===== config.mk =====
export PLATFORM = sky130hd
export DESIGN_NAME = xint_ctrl
export DESIGN_NICKNAME = d
export VERILOG_FILES = /design/src/rtl/xint_pkg.sv /design/src/rtl/xint_sense.sv /design/src/rtl/xint_arb.sv /design/src/rtl/xint_ctrl.sv
export SDC_FILE = /design/constraint.sdc
export NUM_CORES = 1
export LEC_CHECK = 0
export BUFFER_PORTS_ARGS = -buffer_cell sky130_fd_sc_hd__buf_2
export CAP_MARGIN = 20
export CORE_ASPECT_RATIO = 1.5
export CORE_MARGIN = 2
export CORE_UTILIZATION = 23
export CTS_CLUSTER_SIZE = 30
export DETAILED_ROUTE_END_ITERATION = 12
export SETUP_SLACK_MARGIN = 0.1
export SLEW_MARGIN = 30
export SYNTH_ARGS = -nofsm -noshare
export SYNTH_HDL_FRONTEND = slang
export SYNTH_HIERARCHICAL = 1
export SYNTH_SLANG_ARGS = --single-unit

===== constraint.sdc =====
create_clock -name clk -period 1.8 [get_ports clk]
set_input_delay 0.36 -clock clk [delete_from_list [all_inputs] [get_ports clk]]
set_output_delay 0.36 -clock clk [all_outputs]
set_load 0.05 [all_outputs]

===== src/rtl/xint_pkg.sv =====
package xint_pkg;
  typedef enum logic [1:0] {
    SENSE_LOW  = 2'b00,
    SENSE_ANY  = 2'b01,
    SENSE_FALL = 2'b10,
    SENSE_RISE = 2'b11
  } sense_e;
endpackage


===== src/rtl/xint_sense.sv =====
module xint_sense #(
  parameter int N_LINES = 4
) (
  input  logic                   clk,
  input  logic                   rst_n,
  input  logic [N_LINES-1:0]     pin_i,
  input  logic [2*N_LINES-1:0]   mode_i,
  output logic [N_LINES-1:0]     hit_o,
  output logic [N_LINES-1:0]     lvl_mode_o,
  output logic [N_LINES-1:0]     lvl_act_o
);
  import xint_pkg::*;

  logic [N_LINES-1:0] pin_q;
  logic               seen_q;

  // previous-cycle pin values; seen_q blocks a false edge right after reset
  always_ff @(posedge clk or negedge rst_n) begin
    if (!rst_n) begin
      pin_q  <= '1;
      seen_q <= 1'b0;
    end else begin
      pin_q  <= pin_i;
      seen_q <= 1'b1;
    end
  end

  for (genvar i = 0; i < N_LINES; i++) begin : g_line
    sense_e md;
    assign md = sense_e'(mode_i[2*i+1:2*i]);
    always_comb begin
      unique case (md)
        SENSE_ANY:  hit_o[i] = seen_q & (pin_i[i] ^ pin_q[i]);
        SENSE_FALL: hit_o[i] = seen_q & ~pin_i[i] & pin_q[i];
        SENSE_RISE: hit_o[i] = seen_q & pin_i[i] & ~pin_q[i];
        default:    hit_o[i] = 1'b0;
      endcase
    end
    assign lvl_mode_o[i] = (md == SENSE_LOW);
    assign lvl_act_o[i]  = (md == SENSE_LOW) & ~pin_i[i];

    // a steady pin produces no edge
    a_r9_steady_no_hit: assert property (@(posedge clk) disable iff (!rst_n)
      (seen_q && pin_i[i] == pin_q[i]) |-> !hit_o[i]);
  end
endmodule


===== src/rtl/xint_arb.sv =====
module xint_arb #(
  parameter int N_LINES = 4,
  parameter int VEC_W   = 2
) (
  input  logic [N_LINES-1:0] req_i,
  output logic [N_LINES-1:0] grant_o,
  output logic [VEC_W-1:0]   vec_o,
  output logic               any_o
);
  // lowest index wins: scan downward so the last match is the lowest
  always_comb begin
    grant_o = '0;
    vec_o   = '0;
    for (int i = N_LINES - 1; i >= 0; i--) begin
      if (req_i[i]) begin
        grant_o    = '0;
        grant_o[i] = 1'b1;
        vec_o      = VEC_W'(i);
      end
    end
    any_o = |req_i;
  end

  // a single winner at most
  always_comb begin
    a_r6_single_grant: assert ($onehot0(grant_o));
  end
endmodule


===== src/rtl/xint_ctrl.sv =====
module xint_ctrl #(
  parameter int N_LINES = 4,
  localparam int VEC_W  = (N_LINES > 1) ? $clog2(N_LINES) : 1
) (
  input  logic                 clk,
  input  logic                 rst_n,
  input  logic [N_LINES-1:0]   pin_i,
  input  logic                 mode_we,
  input  logic [2*N_LINES-1:0] mode_wdata,
  input  logic                 mask_we,
  input  logic [N_LINES-1:0]   mask_wdata,
  input  logic                 clr_we,
  input  logic [N_LINES-1:0]   clr_wdata,
  input  logic                 gie_set,
  input  logic                 gie_clr,
  input  logic                 reti,
  output logic                 irq_valid,
  output logic [VEC_W-1:0]     irq_vec,
  input  logic                 irq_ready
);
  logic [2*N_LINES-1:0] mode_q;
  logic [N_LINES-1:0]   mask_q, flag_q, flag_d;
  logic                 gie_q;
  logic [N_LINES-1:0]   hit, lvl_mode, lvl_act, elig, grant, clr_bits, ack_bits;
  logic                 any, ack;

  xint_sense #(.N_LINES(N_LINES)) u_sense (
    .clk(clk), .rst_n(rst_n), .pin_i(pin_i), .mode_i(mode_q),
    .hit_o(hit), .lvl_mode_o(lvl_mode), .lvl_act_o(lvl_act)
  );

  assign elig = mask_q & ((flag_q & ~lvl_mode) | lvl_act);

  xint_arb #(.N_LINES(N_LINES), .VEC_W(VEC_W)) u_arb (
    .req_i(elig), .grant_o(grant), .vec_o(irq_vec), .any_o(any)
  );

  assign irq_valid = gie_q & any;
  assign ack       = irq_valid & irq_ready;
  assign ack_bits  = ack ? grant : '0;
  assign clr_bits  = clr_we ? clr_wdata : '0;
  // new edge wins over clear and acceptance; level lines hold no flag
  assign flag_d    = ~lvl_mode & ((flag_q & ~clr_bits & ~ack_bits) | hit);

  always_ff @(posedge clk or negedge rst_n) begin
    if (!rst_n) begin
      mode_q <= '0;
      mask_q <= '0;
      flag_q <= '0;
      gie_q  <= 1'b0;
    end else begin
      flag_q <= flag_d;
      if (mode_we) mode_q <= mode_wdata;
      if (mask_we) mask_q <= mask_wdata;
      if (ack || gie_clr)      gie_q <= 1'b0;
      else if (gie_set || reti) gie_q <= 1'b1;
    end
  end

  for (genvar i = 0; i < N_LINES; i++) begin : g_chk
    // an edge latches the flag, mask notwithstanding
    a_r1_edge_latch: assert property (@(posedge clk) disable iff (!rst_n)
      hit[i] |=> flag_q[i]);
    // no flag survives in level mode
    a_r3_level_noflag: assert property (@(posedge clk) disable iff (!rst_n)
      lvl_mode[i] |=> !flag_q[i]);
    // write-one clears when no edge collides
    a_r5_clear: assert property (@(posedge clk) disable iff (!rst_n)
      (clr_we && clr_wdata[i] && !hit[i]) |=> !flag_q[i]);
  end

  // acceptance drops the global enable
  a_r7_ack_gie: assert property (@(posedge clk) disable iff (!rst_n)
    ack |=> !gie_q);
  // return restores the global enable
  a_r8_reti_gie: assert property (@(posedge clk) disable iff (!rst_n)
    (reti && !ack && !gie_clr) |=> gie_q);
endmodule


==> results of run 1 <==
worst reg2reg max path, delay by kind of cell (launching register included):
family | cells | cell delay (ns)
buf+inv | 4 | 0.43
flops | 1 | 0.40
simple gates | 4 | 0.88
compound gates | 2 | 0.35
area by class of cell:
| class | instances | share of cell area, % |
|---|---|---|
| Multi-Input combinational cell | 68 | 34.2 |
| Sequential cell | 22 | 32.7 |
| Clock buffer | 4 | 3.24 |
| Inverter | 5 | 1.10 |
| Tap cell | 66 | 4.86 |
| Timing Repair Buffer | 58 | 23.9 |
synth_stat cells, types with 4 or more instances:
| master | n | area [µm²] |
|---|---|---|
| a32o_1 | 4 | 40.0 |
| dfrtp_1 | 18 | 450 |
| dfstp_2 | 4 | 105 |
| inv_1 | 5 | 18.8 |
| mux2_2 | 12 | 135 |
| nand2_1 | 4 | 15.0 |
| nand3b_1 | 4 | 30.0 |
| nand4_1 | 4 | 25.0 |
| nor2_1 | 6 | 22.5 |
| nor2b_1 | 4 | 25.0 |
| nor3_1 | 6 | 30.0 |
| o21a_1 | 4 | 30.0 |
stage by stage:
stage	setup slack, ns	util [%]	setup TNS [ns]	cells
6_report	-0.448	35.6	-1.98	223
5_1_grt	-0.517	35.6	-2.73	223
4_1_cts	-0.448	35.3	-1.89	221
3_5_place_dp	-0.227	31.1	-0.339	209
3_3_place_gp	-0.208	31.1	-0.297	209
2_1_floorplan	-0.109	-	-0.223	97
power breakdown:
group | total, µW | internal, µW | switching [µW] | leakage (µW)
Combinational | 452 | 253 | 199 | 0.000478
Sequential | 573 | 546 | 27.0 | 0.000259
Clock | 354 | 195 | 159 | 0.0000288
Total | 1380 | 993 | 386 | 0.000766
layer usage:
| layer | vias to the layer above | global-route usage, % | share of wire, % |
|---|---|---|---|
| li1 | 478 | - | - |
| met1 | 450 | 12.9 | 41 |
| met2 | 22 | 19.2 | 54 |
| met3 | 5 | 0.724 | 2.7 |
| met4 | 0 | 7.71 | 3.0 |
| met5 | - | 0 | 0 |
layout by cell type (no fill, tap or decap), drive strengths merged, types with 2 or more instances in the layout:
cell type,instances
a21boi,2
a32o,4
and3b,2
and4bb,3
buf,58
clkbuf,4
dfrtp,18
dfstp,4
inv,5
mux2,12
nand2,4
nand3b,4
nand4,4
nor2,6
nor2b,4
nor3,6
o21a,4
o31a,2
xor2,2
kinds of logic after synthesis:
family | after synthesis
compound gates | 14
other cells | 1
mux | 12
simple gates | 39
xor+xnor | 2
buf+inv | 7
flops | 22
worst paths after layout:
check / start / end / depth (start not counted)
min reg2reg: mask_q[2] / mask_q[2] / 1
min: rst_n / mode_q[4] / 1
max reg2reg: mode_q[2] / gie_q / 10
min in group clk: gie_clr / gie_q / 2
max in group asynchronous: rst_n / u_sense/pin_q[1] / 1
max: mode_q[2] / irq_valid / 6
state kept, by name, indices dropped and copies added (netlist names):
signal	flops
flag_q	4
gie_q	1
mask_q	4
mode_q	8
u_sense/pin_q	4
u_sense/seen_q	1
timing repair:
item | CTS | global route
hold buffers | 0 | 0
resized for setup | 23 | 0
pin swaps | 8 | 2
buffers inserted | 8 | 2
endpoints found under the setup margin | 8 | 8
==> results.sh, run 1 <==
export IMPL_cp_end_kind="output port"
export IMPL_place_congestion=0.794
export IMPL_die_h_um=89.6
export IMPL_path_buf_inv=1
export IMPL_violations="negative setup slack"
export IMPL_hold_violations=0
export IMPL_muxShareOfSynthArea_pct=12.0
export IMPL_worstPathRequired_ns=1.44
export IMPL_nNetsFinal=187
export IMPL_fin_area_um2=1700
export IMPL_gr_usage_all_layers_pct=11.2
export IMPL_drv_cap=0
export IMPL_synthesis_nets=126
export IMPL_period_share_pct=125
export IMPL_grt_max_degree=23
export IMPL_critPathMaxFanout=2
export IMPL_power_density_nw_per_um2=811
export IMPL_cts_buffer_depth=2
export IMPL_min_period_ns=2.25
export IMPL_seq_area_um2=556
export IMPL_synth_area_um2=1120
export IMPL_r2r_setup_slack_ns=-0.34
export IMPL_postRouteAntennaNets=0
export IMPL_synth_compound_area_share_pct=10.7
export IMPL_avgSynthCellArea_um2=11.6
export IMPL_clock_latency_ns=0.26
export IMPL_hpwl_um=2130
export IMPL_htree_levels=1
export IMPL_holdCritPathClass="in -> async"
export IMPL_dr_first_iter_drc_count=8
export IMPL_drive_above_1_share_pct=60.5
export IMPL_diodes=0
export IMPL_crit_family="simple AND/OR/NAND/NOR gates"
export IMPL_power_total_uw=1380
export IMPL_status="finished, violations left"
export IMPL_antenna_found_initial=0
export IMPL_crit_path_start_kind="flop"
export IMPL_synth_top_family_by_area="simple AND/OR/NAND/NOR gates"
export IMPL_synthAdderAreaFrac_pct=0
export IMPL_synth_seq_area_share_pct=49.5
export IMPL_num_vias=955
export IMPL_clkSinkCount=22
export IMPL_drc=0
export IMPL_synth_simple_area_share_pct=22.5
export IMPL_ys_flop_type="dfrtp_1"
export IMPL_ios=32
export IMPL_synth_distinct_cells=30
export IMPL_synth_ff_latch_count=22
export IMPL_setup_viol=8
export IMPL_dr_pass1_iters=2
export IMPL_grt_pass1_vias=974
export IMPL_synth_edf_count=0
export IMPL_die_w_um=61.0
export IMPL_cp_arrival_ns=1.89
export IMPL_setup_ws_ns=-0.448
export IMPL_syn_to_final_growth_pct=51.4
export IMPL_path_class="reg -> out"
export IMPL_path_clk_slew_ns=0.08
export IMPL_synthArstFlopShare_pct=100
export IMPL_yosys_warnings=6
export IMPL_clock_root_buffer="clkbuf_8"
export IMPL_placedInstanceArea_um2=1480
export IMPL_slowest_stage="or4_4"
export IMPL_ir_drop_v=0.000598
export IMPL_multi_input_area_um2=581
export IMPL_synthXorXnorAreaFrac_pct=1.56
export IMPL_die_area_um2=5470
export IMPL_clock_skew_ns=0.00705
export IMPL_avgRoutedWirePerCell_um=12.3
export IMPL_fmax_ghz=0.445
export IMPL_grt_overflow=0
export IMPL_leakage_uw=0.000766
export IMPL_grt_pass1_wl_um=4400
export IMPL_viasPerCell=4.28
export IMPL_rows=31
export IMPL_routed_wl_um=2740
export IMPL_synthCells=97
export IMPL_finalMaxSlewViolations=0
export IMPL_core_area_um2=4770
export IMPL_fill_cells=479
export IMPL_cts_tree="yes"
export IMPL_numCtsBuffers=3
export IMPL_hold_ws_ns=0.0551
export IMPL_rsz0062_at_grt="true"
export IMPL_start_util_pct=23.5
export IMPL_crit_path_max_incr_delay_ns=0.49
export IMPL_path_cells="nor2_1, nor2b_1, o21a_1, or4_4, and2_4, buf_8"
export IMPL_port_buffers=31
Power figures use the tool's default switching activity.
==> run 2: changes to the inputs <==
==> constraint.sdc (replaced) <==
create_clock -name clk -period 2.7 [get_ports clk]
set_input_delay 0.54 -clock clk [delete_from_list [all_inputs] [get_ports clk]]
set_output_delay 0.54 -clock clk [all_outputs]
set_load 0.05 [all_outputs]
==> results.sh, run 2 (same netlist as run 1, synthesis figures left out) <==
export IMPL_antenna_found_initial=0
export IMPL_start_util_pct=23.5
export IMPL_cts_tree="yes"
export IMPL_core_area_um2=4770
export IMPL_layout_commonest_cell="buf_2"
export IMPL_port_buffers=31
export IMPL_drc=0
export IMPL_setup_worst_path_start="mode_q[0]"
export IMPL_hold_violations=0
export IMPL_finalMaxSlewViolations=0
export IMPL_ios=32
export IMPL_status="finished clean"
export IMPL_postRouteAntennaNets=0
export IMPL_netSwitchingFraction_pct=26.3
export IMPL_clock_skew_ns=0.00343
export IMPL_crit_end="irq_valid"
export IMPL_syn_to_final_growth_pct=38.9
export IMPL_largest_reg_flops=8
export IMPL_tns_ns=0
export IMPL_p_int_uw=680
export IMPL_p_comb_share_pct=24.3
export IMPL_ff2ff_path_depth=7
export IMPL_die_area_um2=5470
export IMPL_worstPathRequired_ns=2.16
export IMPL_cp_num_cells=6
export IMPL_path_cells="nor2_4, nor2b_1, o21a_2, or4_4, and2_4, buf_6"
export IMPL_grt_use_met2_pct=17.8
export IMPL_min_period_ns=2.53
export IMPL_cp_arrival_ns=1.99
export IMPL_nNetsFinal=176
export IMPL_fmax_ghz=0.395
export IMPL_p_switching_uw=243
export IMPL_leakage_uw=0.000695
export IMPL_placedInstanceArea_um2=1340
export IMPL_final_cell_mix="buf_2 (30), dfrtp_1 (16), buf_4 (16), mux2_2 (12), nor3_1 (6)"
export IMPL_met3_usage_pct=1.01
export IMPL_routed_wl_um=2550
export IMPL_avgRoutedWirePerCell_um=12.0
export IMPL_num_vias=944
export IMPL_grt_overflow=0
export IMPL_cp_end_kind="output port"
export IMPL_slowest_stage="or4_4"
export IMPL_grt_max_degree=23
export IMPL_clock_root_buffer="clkbuf_8"
export IMPL_dp_slack_ns=0.187
export IMPL_setup_ws_ns=0.167
export IMPL_sequentialPowerShare_pct=42.1
export IMPL_path_buf_inv=1
export IMPL_grtUsageMet1_pct=11.9
export IMPL_ir_drop_v=0.000232
export IMPL_power_density_nw_per_um2=592
export IMPL_r2r_setup_slack_ns=0.82
export IMPL_place_congestion=0.745
export IMPL_critPathMaxFanout=7
export IMPL_rows=31
export IMPL_utilization_pct=32.7
export IMPL_htree_levels=1
export IMPL_clock_latency_ns=0.27
export IMPL_path_class="reg -> out"
export IMPL_die_w_um=61.0
export IMPL_cts_hold_fix_buffers=0
export IMPL_holdCritPathClass="in -> async"
export IMPL_crit_family="simple AND/OR/NAND/NOR gates"
export IMPL_setup_viol=0
export IMPL_maxSlewHeadroom_pct=66.0
export IMPL_crit_path_max_incr_delay_ns=0.55
export IMPL_top_usage_layer="met2"
export IMPL_r2r_end="flag_q[2]"
export IMPL_hpwl_um=1880
export IMPL_crit_path_start_kind="flop"
export IMPL_die_h_um=89.6
export IMPL_fin_area_um2=1560
export IMPL_dr_pass1_iters=4
export IMPL_clockPowerShare_pct=33.5
export IMPL_grt_pass1_wl_um=4160
export IMPL_dr_first_iter_drc_count=20
export IMPL_tightest_slew_ns=0.511
export IMPL_gr_usage_all_layers_pct=10.4
export IMPL_rsz0062_at_grt="false"
export IMPL_path_clk_slew_ns=0.08
export IMPL_grt_pass1_vias=925
export IMPL_diodes=0
export IMPL_rr_startpoint="mode_q[0]"
export IMPL_cts_buffer_depth=2
export IMPL_numCtsBuffers=3
export IMPL_period_share_pct=93.8
export IMPL_drive_above_1_share_pct=54.1
export IMPL_viasPerCell=4.45
export IMPL_max_flop_register="mode_q"
export IMPL_clkSinkCount=22
export IMPL_drv_cap=0
-- run 2: per-layer routing --
layer	part of all wire (%)	up-vias	routed length (µm)
li1	-	453	-
met1	41	458	1040
met2	51	28	1300
met3	5.3	5	134
met4	2.8	0	72
met5	0	-	0
-- run 2: cell type report --
| type | count | area (µm²) |
|---|---|---|
| sequential | 22 | 558 |
| clock inverter | 1 | 30.0 |
| fill | 512 | 3210 |
| tap | 66 | 82.6 |
| clock buffer | 3 | 41.3 |
| inverter | 5 | 18.8 |
| timing repair buffer | 47 | 282 |
| multi-input combinational | 68 | 547 |
-- run 2: stage by stage --
stage | total power [µW] | instances | hold slack, ns
after CTS | 914 | 207 | 0.245
after global routing | 975 | 212 | 0.264
after global placement | 565 | 192 | 0.495
final | 923 | 212 | 0.230
after floorplan | 512 | 97 | 0.244
after detailed placement | 568 | 192 | 0.496
-- run 2: power groups by stage --
| stage | Combinational [µW] | Clock (µW) | Sequential, µW |
|---|---|---|---|
| 2_1_floorplan | 124 | 0 | 388 |
| 3_3_place_gp | 170 | 0 | 395 |
| 3_5_place_dp | 172 | 0 | 396 |
| 4_1_cts | 205 | 321 | 388 |
| 5_1_grt | 245 | 336 | 394 |
| 6_report | 225 | 310 | 389 |
-- run 2: repair_timing --
action / 4_1_cts / 5_1_grt
pin swaps: 2 / 4
gates resized for setup: 3 / 7
cloned: 0 / 0
setup buffers: 11 / 5
endpoints found under the setup margin: 1 / 1
-- run 2: how the worst min path moves through the flow --
stage	start	endpoint	slack, ns	cells after the start
2_1_floorplan	rst_n	flag_q[0]	0.24	0
6_report	rst_n	mode_q[4]	0.23	1
3_3_place_gp	mask_q[2]	mask_q[2]	0.49	1
5_1_grt	rst_n	mode_q[5]	0.26	1
4_1_cts	rst_n	mode_q[5]	0.25	1
3_5_place_dp	mask_q[2]	mask_q[2]	0.50	1
==> run 3: changes to the inputs <==
--- a/config.mk
+++ b/config.mk
@@ -9,9 +9,10 @@
 export CAP_MARGIN = 20
 export CORE_ASPECT_RATIO = 1.5
 export CORE_MARGIN = 2
-export CORE_UTILIZATION = 23
+export CORE_UTILIZATION = 50
 export CTS_CLUSTER_SIZE = 30
 export DETAILED_ROUTE_END_ITERATION = 12
+export PLACE_DENSITY = 0.77
 export SETUP_SLACK_MARGIN = 0.1
 export SLEW_MARGIN = 30
 export SYNTH_ARGS = -nofsm -noshare
==> results.sh, run 3 (same netlist as run 1, synthesis figures left out) <==
export IMPL_setup_viol=0
export IMPL_cts_tree="yes"
export IMPL_clock_root_buffer="clkbuf_4"
export IMPL_final_cell_mix="buf_2 (30), dfrtp_1 (18), buf_4 (15), mux2_2 (12), nor3_1 (6)"
export IMPL_drive_above_1_share_pct=53.8
export IMPL_clkSinkCount=22
export IMPL_max_flop_register="mode_q"
export IMPL_clock_latency_ns=0.32
export IMPL_status="finished clean"
export IMPL_rr_startpoint="mode_q[7]"
export IMPL_r2r_setup_slack_ns=0.72
export IMPL_grt_pass1_vias=936
export IMPL_postRouteAntennaNets=0
export IMPL_holdCritPathClass="in -> async"
export IMPL_rsz0062_at_grt="true"
export IMPL_path_class="reg -> out"
export IMPL_crit_path_max_incr_delay_ns=0.55
export IMPL_critPathMaxFanout=3
export IMPL_core_area_um2=2180
export IMPL_dp_slack_ns=0.182
export IMPL_drv_cap=0
export IMPL_nNetsFinal=175
export IMPL_syn_to_final_growth_pct=30.1
export IMPL_rows=21
export IMPL_numCtsBuffers=3
export IMPL_place_congestion=0.808
export IMPL_fmax_ghz=0.386
export IMPL_layoutNonFillerInstCount=168
export IMPL_start_util_pct=51.5
export IMPL_path_clk_slew_ns=0.12
export IMPL_dr_first_iter_drc_count=22
export IMPL_die_area_um2=2650
export IMPL_power_density_nw_per_um2=550
export IMPL_num_vias=956
export IMPL_period_share_pct=95.8
export IMPL_grt_overflow=0
export IMPL_routed_wl_um=2520
export IMPL_crit_path_start_kind="flop"
export IMPL_ff2ff_path_depth=7
export IMPL_viasPerCell=5.69
export IMPL_antenna_found_initial=0
export IMPL_placed_cells=149
export IMPL_worstPathRequired_ns=2.16
export IMPL_avgRoutedWirePerCell_um=15.0
export IMPL_cp_end_kind="output port"
export IMPL_cp_arrival_ns=2.05
export IMPL_setup_ws_ns=0.112
export IMPL_hpwl_um=1700
export IMPL_ir_drop_v=0.000361
export IMPL_hold_violations=0
export IMPL_power_total_uw=803
export IMPL_gr_usage_all_layers_pct=20.2
export IMPL_largest_reg_flops=8
export IMPL_clock_skew_ns=0.00220
export IMPL_layout_commonest_cell="buf_2"
export IMPL_cts_buffer_depth=2
export IMPL_drc=0
export IMPL_ios=32
export IMPL_min_period_ns=2.59
export IMPL_die_h_um=62.0
export IMPL_htree_levels=1
export IMPL_r2r_end="gie_q"
export IMPL_tns_ns=0
export IMPL_die_w_um=42.7
export IMPL_grt_max_degree=23
export IMPL_grt_pass1_wl_um=3920
export IMPL_cts_hold_fix_buffers=0
export IMPL_finalMaxSlewViolations=0
export IMPL_port_buffers=31
export IMPL_diodes=0
export IMPL_path_cells="nor2_2, nor2b_1, o21a_1, or4_4, and2_4, buf_6"
export IMPL_dr_pass1_iters=4
export IMPL_slowest_stage="or4_4"
export IMPL_leakage_uw=0.000676
## run 3: per-stage QoR
stage / hold WS, ns / utilization, % / area (µm²)
2_1_floorplan: 0.244 / - / 1120
3_3_place_gp: 0.499 / 59.0 / 1290
3_5_place_dp: 0.521 / 59.0 / 1290
4_1_cts: 0.173 / 64.8 / 1410
5_1_grt: 0.194 / 67.0 / 1460
6_report: 0.165 / 67.0 / 1460
## run 3: final cells by class
class	instances	area [µm²]
tap	23	28.8
clock buffer	4	36.3
fill	177	721
multi-input combinational	68	547
timing repair buffer	46	274
inverter	5	18.8
sequential	22	556
## run 3: worst max path at each step
stage,to,cells after the start,slack (ns),startpoint
4_1_cts,irq_valid,6,0.12,mode_q[6]
5_1_grt,irq_valid,6,0.08,mode_q[0]
2_1_floorplan,irq_vec[1],4,0.18,pin_i[2]
3_5_place_dp,irq_valid,6,0.18,pin_i[0]
6_report,irq_valid,6,0.11,mode_q[7]
3_3_place_gp,irq_valid,6,0.22,pin_i[0]
## run 3: power by group
| group | switching [µW] | leakage (µW) | internal (µW) |
|---|---|---|---|
| sequential | 23.9 | 0.000259 | 364 |
| combinational | 113 | 0.000396 | 118 |
| clock | 102 | 0.0000210 | 82.6 |
| total | 239 | 0.000676 | 564 |
## run 3: metal layers
| metal | wire length (µm) | global-route usage [%] |
|---|---|---|
| met3 | 123 | 2.89 |
| met2 | 1320 | 36.4 |
| met1 | 1020 | 23.1 |
| met5 | 0 | 0 |
| met4 | 47 | 11.2 |
## run 3: repair_timing
action / CTS / global route
setup endpoints to repair: 1 / 1
cloned: 0 / 0
resized for setup: 3 / 6
pin swaps: 3 / 3
setup buffers: 11 / 4
## run 3: worst max-delay path: cells and delay by family (launching register included)
family,cells,cell delay (ns)
AOI/OAI and AO/OA,1,0.22
buffers and inverters,1,0.14
and+or+nand+nor,4,0.95
DFF,1,0.42
